**src/rtl/nvm_csum_pkg.sv**
```systemverilog
// Shared constants and state type for the NVM image checksum engine.
package nvm_csum_pkg;

    // Sequencer states: each read uses a request state and a wait state.
    typedef enum logic [3:0] {
        ST_IDLE,
        ST_HDR_REQ,
        ST_HDR_WAIT,
        ST_PTR_REQ,
        ST_PTR_WAIT,
        ST_LEN_REQ,
        ST_LEN_WAIT,
        ST_SEC_REQ,
        ST_SEC_WAIT,
        ST_FINISH
    } nvm_state_e;

    // First and last pointer-table slot visited, and slots inside that span to pass over.
    localparam int          SLOT_FIRST = 3;
    localparam int          SLOT_LAST  = 14;
    localparam logic [15:0] SLOT_SKIP  = 16'h0030;

    // Base value from which the running sum is subtracted.
    localparam logic [15:0] CSUM_BASE  = 16'hBABA;

endpackage

```
**src/rtl/nvm_csum_span_check.sv**
```systemverilog
// Validity checks for a pointer-table entry and the section it names.
// Assumes ws is the image word size, a power of two wider than a word address.
module nvm_csum_span_check #(
    parameter int ADDR_W = 16,
    parameter int WS_W   = 22
) (
    input  logic [WS_W-1:0]   ws,
    input  logic [ADDR_W-1:0] ptr,
    input  logic [ADDR_W-1:0] len,
    output logic              ptr_ok,
    output logic              len_ok
);
    localparam int SUM_W = ADDR_W + 1;

    logic [SUM_W-1:0] span_end;

    // Pointer must be non-zero, not all ones, and inside the image.
    always_comb begin
        ptr_ok = (ptr != '0) && (ptr != '1) && (WS_W'(ptr) < ws);
    end

    // Length must be non-zero, not all ones, and the section end must stay inside the image.
    always_comb begin
        span_end = SUM_W'(ptr) + SUM_W'(len);
        len_ok   = (len != '0) && (len != '1) && (WS_W'(span_end) < ws);
    end
endmodule

```
**src/rtl/nvm_csum_slot_walker.sv**
```systemverilog
// Steps through pointer-table slot indices from FIRST to LAST and passes over
// every slot whose bit is set in SKIP. Assumes FIRST itself is not skipped.
module nvm_csum_slot_walker #(
    parameter int          SLOT_W = 4,
    parameter int          FIRST  = 3,
    parameter int          LAST   = 14,
    parameter logic [15:0] SKIP   = 16'h0030
) (
    input  logic              clk,
    input  logic              rst_n,
    input  logic              load,
    input  logic              step,
    output logic [SLOT_W-1:0] slot,
    output logic              is_last
);
    localparam int NSLOT = 1 << SLOT_W;

    logic [SLOT_W-1:0] slot_q;
    logic [SLOT_W-1:0] slot_nxt;
    logic              found;

    // Pick the next slot above the current one that is in range and not skipped.
    always_comb begin
        slot_nxt = slot_q;
        found    = 1'b0;
        for (int k = 0; k < NSLOT; k++) begin
            if (!found && (k > int'(slot_q)) && (k <= LAST) && !SKIP[k]) begin
                slot_nxt = SLOT_W'(k);
                found    = 1'b1;
            end
        end
    end

    // Slot register: reload at the start of a pass, advance on each step.
    always_ff @(posedge clk) begin
        if (!rst_n) begin
            slot_q <= SLOT_W'(FIRST);
        end else if (load) begin
            slot_q <= SLOT_W'(FIRST);
        end else if (step) begin
            slot_q <= slot_nxt;
        end
    end

    assign slot    = slot_q;
    assign is_last = (int'(slot_q) == LAST);
endmodule

```
**src/rtl/nvm_csum_accum.sv**
```systemverilog
// 16-bit wrap-around accumulator, and the final checksum as BASE minus the sum.
module nvm_csum_accum #(
    parameter int                DATA_W = 16,
    parameter logic [DATA_W-1:0] BASE   = 16'hBABA
) (
    input  logic              clk,
    input  logic              rst_n,
    input  logic              clear,
    input  logic              add_en,
    input  logic [DATA_W-1:0] add_val,
    output logic [DATA_W-1:0] result
);
    logic [DATA_W-1:0] sum_q;

    // Running sum, modulo 2^DATA_W.
    always_ff @(posedge clk) begin
        if (!rst_n) begin
            sum_q <= '0;
        end else if (clear) begin
            sum_q <= '0;
        end else if (add_en) begin
            sum_q <= sum_q + add_val;
        end
    end

    // Checksum derived from the current sum.
    always_comb begin
        result = BASE - sum_q;
    end
endmodule

```
**src/rtl/nvm_csum_engine.sv**
```systemverilog
// NVM image checksum sequencer. It sums a header region, follows pointer-table
// slots to length-prefixed sections, and reports BASE minus the sum.
// Assumes one read in flight at a time and that the memory answers every
// request with exactly one rd_valid pulse.
module nvm_csum_engine
    import nvm_csum_pkg::*;
#(
    parameter int ADDR_W     = 16,
    parameter int DATA_W     = 16,
    parameter int EXP_W      = 4,
    parameter int SIZE_SHIFT = 6,
    parameter int HDR_WORDS  = 64,
    parameter int SLOT_W     = 4
) (
    input  logic              clk,
    input  logic              rst_n,
    input  logic              start,
    input  logic              validate,
    input  logic [EXP_W-1:0]  size_exp,
    output logic              rd_req,
    output logic [ADDR_W-1:0] rd_addr,
    input  logic              rd_valid,
    input  logic [DATA_W-1:0] rd_data,
    input  logic              rd_err,
    output logic              done,
    output logic [DATA_W-1:0] checksum,
    output logic              mismatch,
    output logic              read_error
);
    localparam int WS_W  = (1 << EXP_W) + SIZE_SHIFT;
    localparam int HDR_W = $clog2(HDR_WORDS);
    localparam int SEC_W = ADDR_W + 1;
    localparam logic [HDR_W-1:0] HDR_CSUM = HDR_W'(HDR_WORDS - 1);

    nvm_state_e         state_q;
    logic [HDR_W-1:0]   hdr_idx_q;
    logic [ADDR_W-1:0]  ptr_q;
    logic [SEC_W-1:0]   sec_addr_q;
    logic [SEC_W-1:0]   sec_end_q;
    logic [DATA_W-1:0]  stored_q;
    logic               mode_q;
    logic [WS_W-1:0]    ws_q;
    logic               done_q;
    logic [DATA_W-1:0]  csum_q;
    logic               mism_q;
    logic               rerr_q;

    logic               accepted;
    logic               rsp_ok;
    logic               rsp_bad;
    logic               hdr_is_csum;
    logic               sec_last;
    logic [ADDR_W-1:0]  chk_ptr;
    logic [ADDR_W-1:0]  rsp_word;
    logic               ptr_ok;
    logic               len_ok;
    logic               slot_step;
    logic [SLOT_W-1:0]  slot;
    logic               slot_is_last;
    logic               add_en;
    logic [DATA_W-1:0]  result;

    // Decode of the response and of the start handshake.
    always_comb begin
        accepted    = (state_q == ST_IDLE) && start;
        rsp_ok      = rd_valid && !rd_err;
        rsp_bad     = rd_valid && rd_err;
        hdr_is_csum = (hdr_idx_q == HDR_CSUM);
        sec_last    = (sec_addr_q == sec_end_q);
        rsp_word    = ADDR_W'(rd_data);
        chk_ptr     = (state_q == ST_PTR_WAIT) ? rsp_word : ptr_q;
    end

    // Conditions that end work on the current slot and move to the next one.
    always_comb begin
        slot_step = 1'b0;
        case (state_q)
            ST_PTR_WAIT: slot_step = rsp_ok && !ptr_ok;
            ST_LEN_WAIT: slot_step = rsp_ok && !len_ok;
            ST_SEC_WAIT: slot_step = rsp_ok && sec_last;
            default:     slot_step = 1'b0;
        endcase
    end

    // Words that enter the sum: the header except the stored checksum, and section bodies.
    always_comb begin
        add_en = ((state_q == ST_HDR_WAIT) && rsp_ok && !hdr_is_csum) ||
                 ((state_q == ST_SEC_WAIT) && rsp_ok);
    end

    nvm_csum_span_check #(
        .ADDR_W (ADDR_W),
        .WS_W   (WS_W)
    ) span_i (
        .ws     (ws_q),
        .ptr    (chk_ptr),
        .len    (rsp_word),
        .ptr_ok (ptr_ok),
        .len_ok (len_ok)
    );

    nvm_csum_slot_walker #(
        .SLOT_W (SLOT_W),
        .FIRST  (SLOT_FIRST),
        .LAST   (SLOT_LAST),
        .SKIP   (SLOT_SKIP)
    ) walker_i (
        .clk     (clk),
        .rst_n   (rst_n),
        .load    (accepted),
        .step    (slot_step),
        .slot    (slot),
        .is_last (slot_is_last)
    );

    nvm_csum_accum #(
        .DATA_W (DATA_W),
        .BASE   (DATA_W'(CSUM_BASE))
    ) accum_i (
        .clk     (clk),
        .rst_n   (rst_n),
        .clear   (accepted),
        .add_en  (add_en),
        .add_val (rd_data),
        .result  (result)
    );

    // Read request and address for the current request state.
    always_comb begin
        rd_req  = 1'b0;
        rd_addr = '0;
        case (state_q)
            ST_HDR_REQ: begin rd_req = 1'b1; rd_addr = ADDR_W'(hdr_idx_q); end
            ST_PTR_REQ: begin rd_req = 1'b1; rd_addr = ADDR_W'(slot); end
            ST_LEN_REQ: begin rd_req = 1'b1; rd_addr = ptr_q; end
            ST_SEC_REQ: begin rd_req = 1'b1; rd_addr = sec_addr_q[ADDR_W-1:0]; end
            default:    begin rd_req = 1'b0; rd_addr = '0; end
        endcase
    end

    // Main sequencer: header walk, pointer walk, section walk, completion.
    always_ff @(posedge clk) begin
        if (!rst_n) begin
            state_q    <= ST_IDLE;
            hdr_idx_q  <= '0;
            ptr_q      <= '0;
            sec_addr_q <= '0;
            sec_end_q  <= '0;
            stored_q   <= '0;
            mode_q     <= 1'b0;
            ws_q       <= '0;
            done_q     <= 1'b0;
            csum_q     <= '0;
            mism_q     <= 1'b0;
            rerr_q     <= 1'b0;
        end else begin
            done_q <= 1'b0;
            case (state_q)
                ST_IDLE: begin
                    if (accepted) begin
                        mode_q    <= validate;
                        ws_q      <= WS_W'(1) << (int'(size_exp) + SIZE_SHIFT);
                        hdr_idx_q <= '0;
                        state_q   <= ST_HDR_REQ;
                    end
                end
                ST_HDR_REQ: state_q <= ST_HDR_WAIT;
                ST_HDR_WAIT: begin
                    if (rsp_ok) begin
                        if (hdr_is_csum) begin
                            stored_q <= rd_data;
                            state_q  <= ST_PTR_REQ;
                        end else begin
                            hdr_idx_q <= hdr_idx_q + 1'b1;
                            state_q   <= ST_HDR_REQ;
                        end
                    end
                end
                ST_PTR_REQ: state_q <= ST_PTR_WAIT;
                ST_PTR_WAIT: begin
                    if (rsp_ok) begin
                        if (ptr_ok) begin
                            ptr_q   <= rsp_word;
                            state_q <= ST_LEN_REQ;
                        end else begin
                            state_q <= slot_is_last ? ST_FINISH : ST_PTR_REQ;
                        end
                    end
                end
                ST_LEN_REQ: state_q <= ST_LEN_WAIT;
                ST_LEN_WAIT: begin
                    if (rsp_ok) begin
                        if (len_ok) begin
                            sec_addr_q <= SEC_W'(ptr_q) + SEC_W'(1);
                            sec_end_q  <= SEC_W'(ptr_q) + SEC_W'(rsp_word);
                            state_q    <= ST_SEC_REQ;
                        end else begin
                            state_q <= slot_is_last ? ST_FINISH : ST_PTR_REQ;
                        end
                    end
                end
                ST_SEC_REQ: state_q <= ST_SEC_WAIT;
                ST_SEC_WAIT: begin
                    if (rsp_ok) begin
                        if (sec_last) begin
                            state_q <= slot_is_last ? ST_FINISH : ST_PTR_REQ;
                        end else begin
                            sec_addr_q <= sec_addr_q + 1'b1;
                            state_q    <= ST_SEC_REQ;
                        end
                    end
                end
                ST_FINISH: begin
                    done_q  <= 1'b1;
                    csum_q  <= result;
                    mism_q  <= mode_q && (stored_q != result);
                    rerr_q  <= 1'b0;
                    state_q <= ST_IDLE;
                end
                default: state_q <= ST_IDLE;
            endcase

            // Abort on any failed response, whatever wait state the pass is in.
            if (rsp_bad && (state_q != ST_IDLE)) begin
                done_q  <= 1'b1;
                csum_q  <= '0;
                mism_q  <= 1'b0;
                rerr_q  <= 1'b1;
                state_q <= ST_IDLE;
            end
        end
    end

    assign done       = done_q;
    assign checksum   = csum_q;
    assign mismatch   = mism_q;
    assign read_error = rerr_q;
endmodule

```
**config.mk**
```make
export PLATFORM = sky130hd
export DESIGN_NAME = nvm_csum_engine
export DESIGN_NICKNAME = d
export VERILOG_FILES = /design/src/rtl/nvm_csum_pkg.sv /design/src/rtl/nvm_csum_span_check.sv /design/src/rtl/nvm_csum_slot_walker.sv /design/src/rtl/nvm_csum_accum.sv /design/src/rtl/nvm_csum_engine.sv
export SDC_FILE = /design/constraint.sdc
export NUM_CORES = 1
export LEC_CHECK = 0
export ABC_CLOCK_PERIOD_IN_PS = 6700
export BUFFER_PORTS_ARGS = -buffer_cell sky130_fd_sc_hd__buf_2
export CORE_AREA = 2 2 130 132
export CTS_CLUSTER_DIAMETER = 40
export DETAILED_ROUTE_END_ITERATION = 10
export DIE_AREA = 0 0 132 134
export HOLD_SLACK_MARGIN = 0.08
export PLACE_DENSITY_LB_ADDON = 0.3
export RECOVER_POWER = 100
export SLEW_MARGIN = 5
export SYNTH_ARGS = -nofsm -noshare
export SYNTH_HDL_FRONTEND = slang
export SYNTH_SLANG_ARGS = --single-unit
```
**constraint.sdc**
```tcl
create_clock -name clk -period 6.7 [get_ports clk]
set_input_delay 1.34 -clock clk [delete_from_list [all_inputs] [get_ports clk]]
set_output_delay 1.34 -clock clk [all_outputs]
set_load 0.02 [all_outputs]
```
==> results.sh <==
export IMPL_status="finished, violations left"
export IMPL_violations="max-capacitance violations, max-slew violations"
export IMPL_clockBufferDepth=2
export IMPL_grt_util_met1_pct=42.9
export IMPL_synth_edf_count=0
export IMPL_ys_seq_elements=138
export IMPL_grt_total_usage_pct=31.3
export IMPL_timing_fmax_ghz=0.161
export IMPL_die_area_um2=17700
export IMPL_regToRegSetupSlack_ps=650
export IMPL_ir_worst_vdd_uv=194
export IMPL_ys_warn_count=0
export IMPL_met3_usage_pct=5.78
export IMPL_max_slew_margin_pct=-158
export IMPL_total_power_uw=2050
export IMPL_clkLatencyLatePin_ps=430
export IMPL_max_slew_worst_pin_slew_ps=3880
export IMPL_hold_viol_final=0
export IMPL_critPathCaptureType="register"
export IMPL_p_leak_uw=0.00423
export IMPL_finalSetupViolCount=0
export IMPL_root_buffer="clkbuf_16"
export IMPL_syn_area_per_cell_um2=7.89
export IMPL_routed_via_density=6.30
export IMPL_drtPass1Iterations=6
export IMPL_fin_hold_ws_ps=454
export IMPL_drtIter0Drc=1024
export IMPL_synthDistinctLibCells=76
export IMPL_grt_pass1_vias=8936
export IMPL_initial_core_util_pct=61.3
export IMPL_synth_compound_area_share_pct=20.6
export IMPL_final_layout_size_suffix_gt1_share_pct=8.40
export IMPL_final_cell_mix="nand2_1, dfxtp_1, nor2_1, a21oi_1, ha_1"
export IMPL_fin_setup_tns_ps=0
export IMPL_holdPathEnd="read_error"
export IMPL_netlist_area_um2=9980
export IMPL_grt_antenna_before_repair=0
export IMPL_timing_rr_end="sec_addr_q[11]"
export IMPL_hold_start="read_error"
export IMPL_drtAntennaViolNets=0
export IMPL_maxCapViolCount=2
export IMPL_syn_instance_count=1266
export IMPL_dp_hpwl_um=19900
export IMPL_arrival_ps=6330
export IMPL_tritoncts="done"
export IMPL_cts_sinks=138
export IMPL_min_period_ps=6190
export IMPL_port_buffers=61
export IMPL_grt_pass1_wl_um=44800
export IMPL_die_x_um=132
export IMPL_die_h_um=134
export IMPL_r2r_start="state_q[0]"
export IMPL_vias=9640
export IMPL_synthFlopType="dfxtp_1"
export IMPL_fin_crit_sh_pct=92.5
export IMPL_routed_wl_um=27900
export IMPL_rr_worst_depth=22
export IMPL_powerDensity_nw_per_um2=186
export IMPL_htreeDepth=4
export IMPL_cts_setup_buffers=0
export IMPL_ys_async_sr_fraction_pct=0
export IMPL_report_final_slew_viol_count=109
export IMPL_synth_top_family_by_area="simple AND/OR/NAND/NOR gates"
export IMPL_ios=62
export IMPL_yosys_area_share_adder_pct=11.0
export IMPL_synth_xor_area_share_pct=7.80
export IMPL_synth_simple_gate_area_share_pct=22.5
export IMPL_crit_type="input pin to register"
export IMPL_rsz0062_at_grt="no"
export IMPL_yosys_area_top_type="dfxtp_1"
export IMPL_core_um2=16300
export IMPL_holdPathStages=2
export IMPL_synth_fp_nets=1378
export IMPL_met2_usage_pct=49.8
export IMPL_grt_max_degree=83
export IMPL_area_growth_pct=10.2
export IMPL_layout_nets=1408
export IMPL_cpMostUsedCell="a21oi_1"
export IMPL_cts_made_buffers=17
export IMPL_synthTopCellsByArea="dfxtp_1, ha_1, nand2_1, a21oi_1, xnor2_1"
export IMPL_grt_overflow_total=0
export IMPL_hold_path_class="register to register"
export IMPL_netlist_area_leader_share_pct=27.7
export IMPL_holdBufCountCts=0
export IMPL_row_count=47
export IMPL_worstPathCellList="clkbuf_1 -> mux2_2 -> ha_1 -> fa_1 -> a21o_1 -> a21oi_1 -> nand3b_1 -> a311oi_1 -> a41oi_1 -> a21oi_1 -> a21oi_1 -> o21ai_0 -> ha_1 -> a21oi_1 -> nand3_1 -> o21ai_0 -> and3_1 -> a22o_1 -> nand2_1 -> buf_4 -> o21ai_0 -> a31oi_1"
export IMPL_required_ps=6840
export IMPL_route_detailed_drc=0
export IMPL_gr_max_usage_layer="met2"
export IMPL_yosys_mux_area_fraction_pct=6.15
export IMPL_wl_per_cell_um=18.2
export IMPL_critPathMaxStageDelay_ps=410
export IMPL_gp_congestion=0.934
export IMPL_path_max_fanout=9
export IMPL_crit_slowest_cell="fa_1"
export IMPL_n_antenna_cell=0
export IMPL_clkTransAtPathRegs_ps=70
export IMPL_ys_seq_area_share_pct=27.7
export IMPL_worstSetupStartpointType="input pin"
export IMPL_final_common_cell="nand2_1"
export IMPL_finClkSkew_ps=13.3
export IMPL_cts_resized=0
[stage by stage]
step	instance area (µm²)	worst slack [ps]	std cells	util (%)
2_1_floorplan	9980	532	1266	-
3_3_place_gp	10400	428	1497	64.1
3_5_place_dp	10400	291	1497	64.1
4_1_cts	11100	711	1529	67.9
5_1_grt	11000	120	1529	67.5
6_report	11000	505	1529	67.5
[per-layer routing]
layer  part of all wire [%]  vias up  wire [µm]
met3                    7.5       64       2100
li1                       -     4618          -
met2                     45      374      12700
met4                    2.5        0        711
met5                      0        -          0
met1                     45     4584      12400
[power by group]
part	total (µW)	switching (µW)	leakage (µW)	internal (µW)
clock	1000	399	0.000304	605
combinational	213	144	0.00281	68.6
sequential	831	5.03	0.00111	826
[sequential cells by signal, indices dropped and copies added (netlist names)]
register,flops
ws_q,22
sec_addr_q,17
sec_end_q,17
accum_i.sum_q,16
checksum,16
ptr_q,16
stored_q,16
hdr_idx_q,6
state_q,4
walker_i.slot,4
done,1
mismatch,1
mode_q,1
read_error,1
[logic make-up (layout without fill, tap and decap cells)]
| kind of cell | count (synthesis) | after routing |
|---|---|---|
| flip-flops | 138 | 138 |
| AO/OA/AOI/OAI | 315 | 315 |
| XOR/XNOR | 88 | 88 |
| buffers and inverters | 107 | 150 |
| adder cells (fa/ha/maj) | 86 | 86 |
| multiplexers | 59 | 59 |
| AND/OR/NAND/NOR | 473 | 473 |
[worst max path at each step]
stage,from,endpoint,slack [ps]
global placement,rd_data[0],walker_i.slot[0],430
CTS,rd_data[0],walker_i.slot[0],710
global route,rd_data[0],sec_addr_q[11],120
floorplan,state_q[0],walker_i.slot[0],530
finish,rd_data[0],sec_addr_q[11],510
detailed placement,rd_data[0],walker_i.slot[0],290
[cell usage after synthesis (16+ instances only)]
| master | instances |
|---|---|
| a211oi_1 | 25 |
| a21oi_1 | 105 |
| a22o_1 | 17 |
| a31oi_1 | 17 |
| and3_1 | 16 |
| clkbuf_1 | 52 |
| dfxtp_1 | 138 |
| ha_1 | 83 |
| inv_1 | 39 |
| mux2i_1 | 43 |
| nand2_1 | 149 |
| nand3_1 | 37 |
| nand4_1 | 26 |
| nor2_1 | 122 |
| nor2b_1 | 19 |
| nor3_1 | 31 |
| o21ai_0 | 53 |
| xnor2_1 | 60 |
| xor2_1 | 27 |
[cell type report]
class                      count  area, µm²
multi-input combinational   1021       6810
fill                        1412       5290
sequential                   138       2760
clock buffer                  18        439
timing repair buffer          79        377
tap                          220        275
clock inverter                14        184
inverter                      39        146
[worst max-delay path: cells and delay by family]
family | cells | cell delay (ps)
mux | 1 | 320
compound gates | 12 | 2420
simple gates | 4 | 760
buf+inv | 2 | 500
fa+ha+maj | 3 | 990
(Power assumes the default switching activity.)
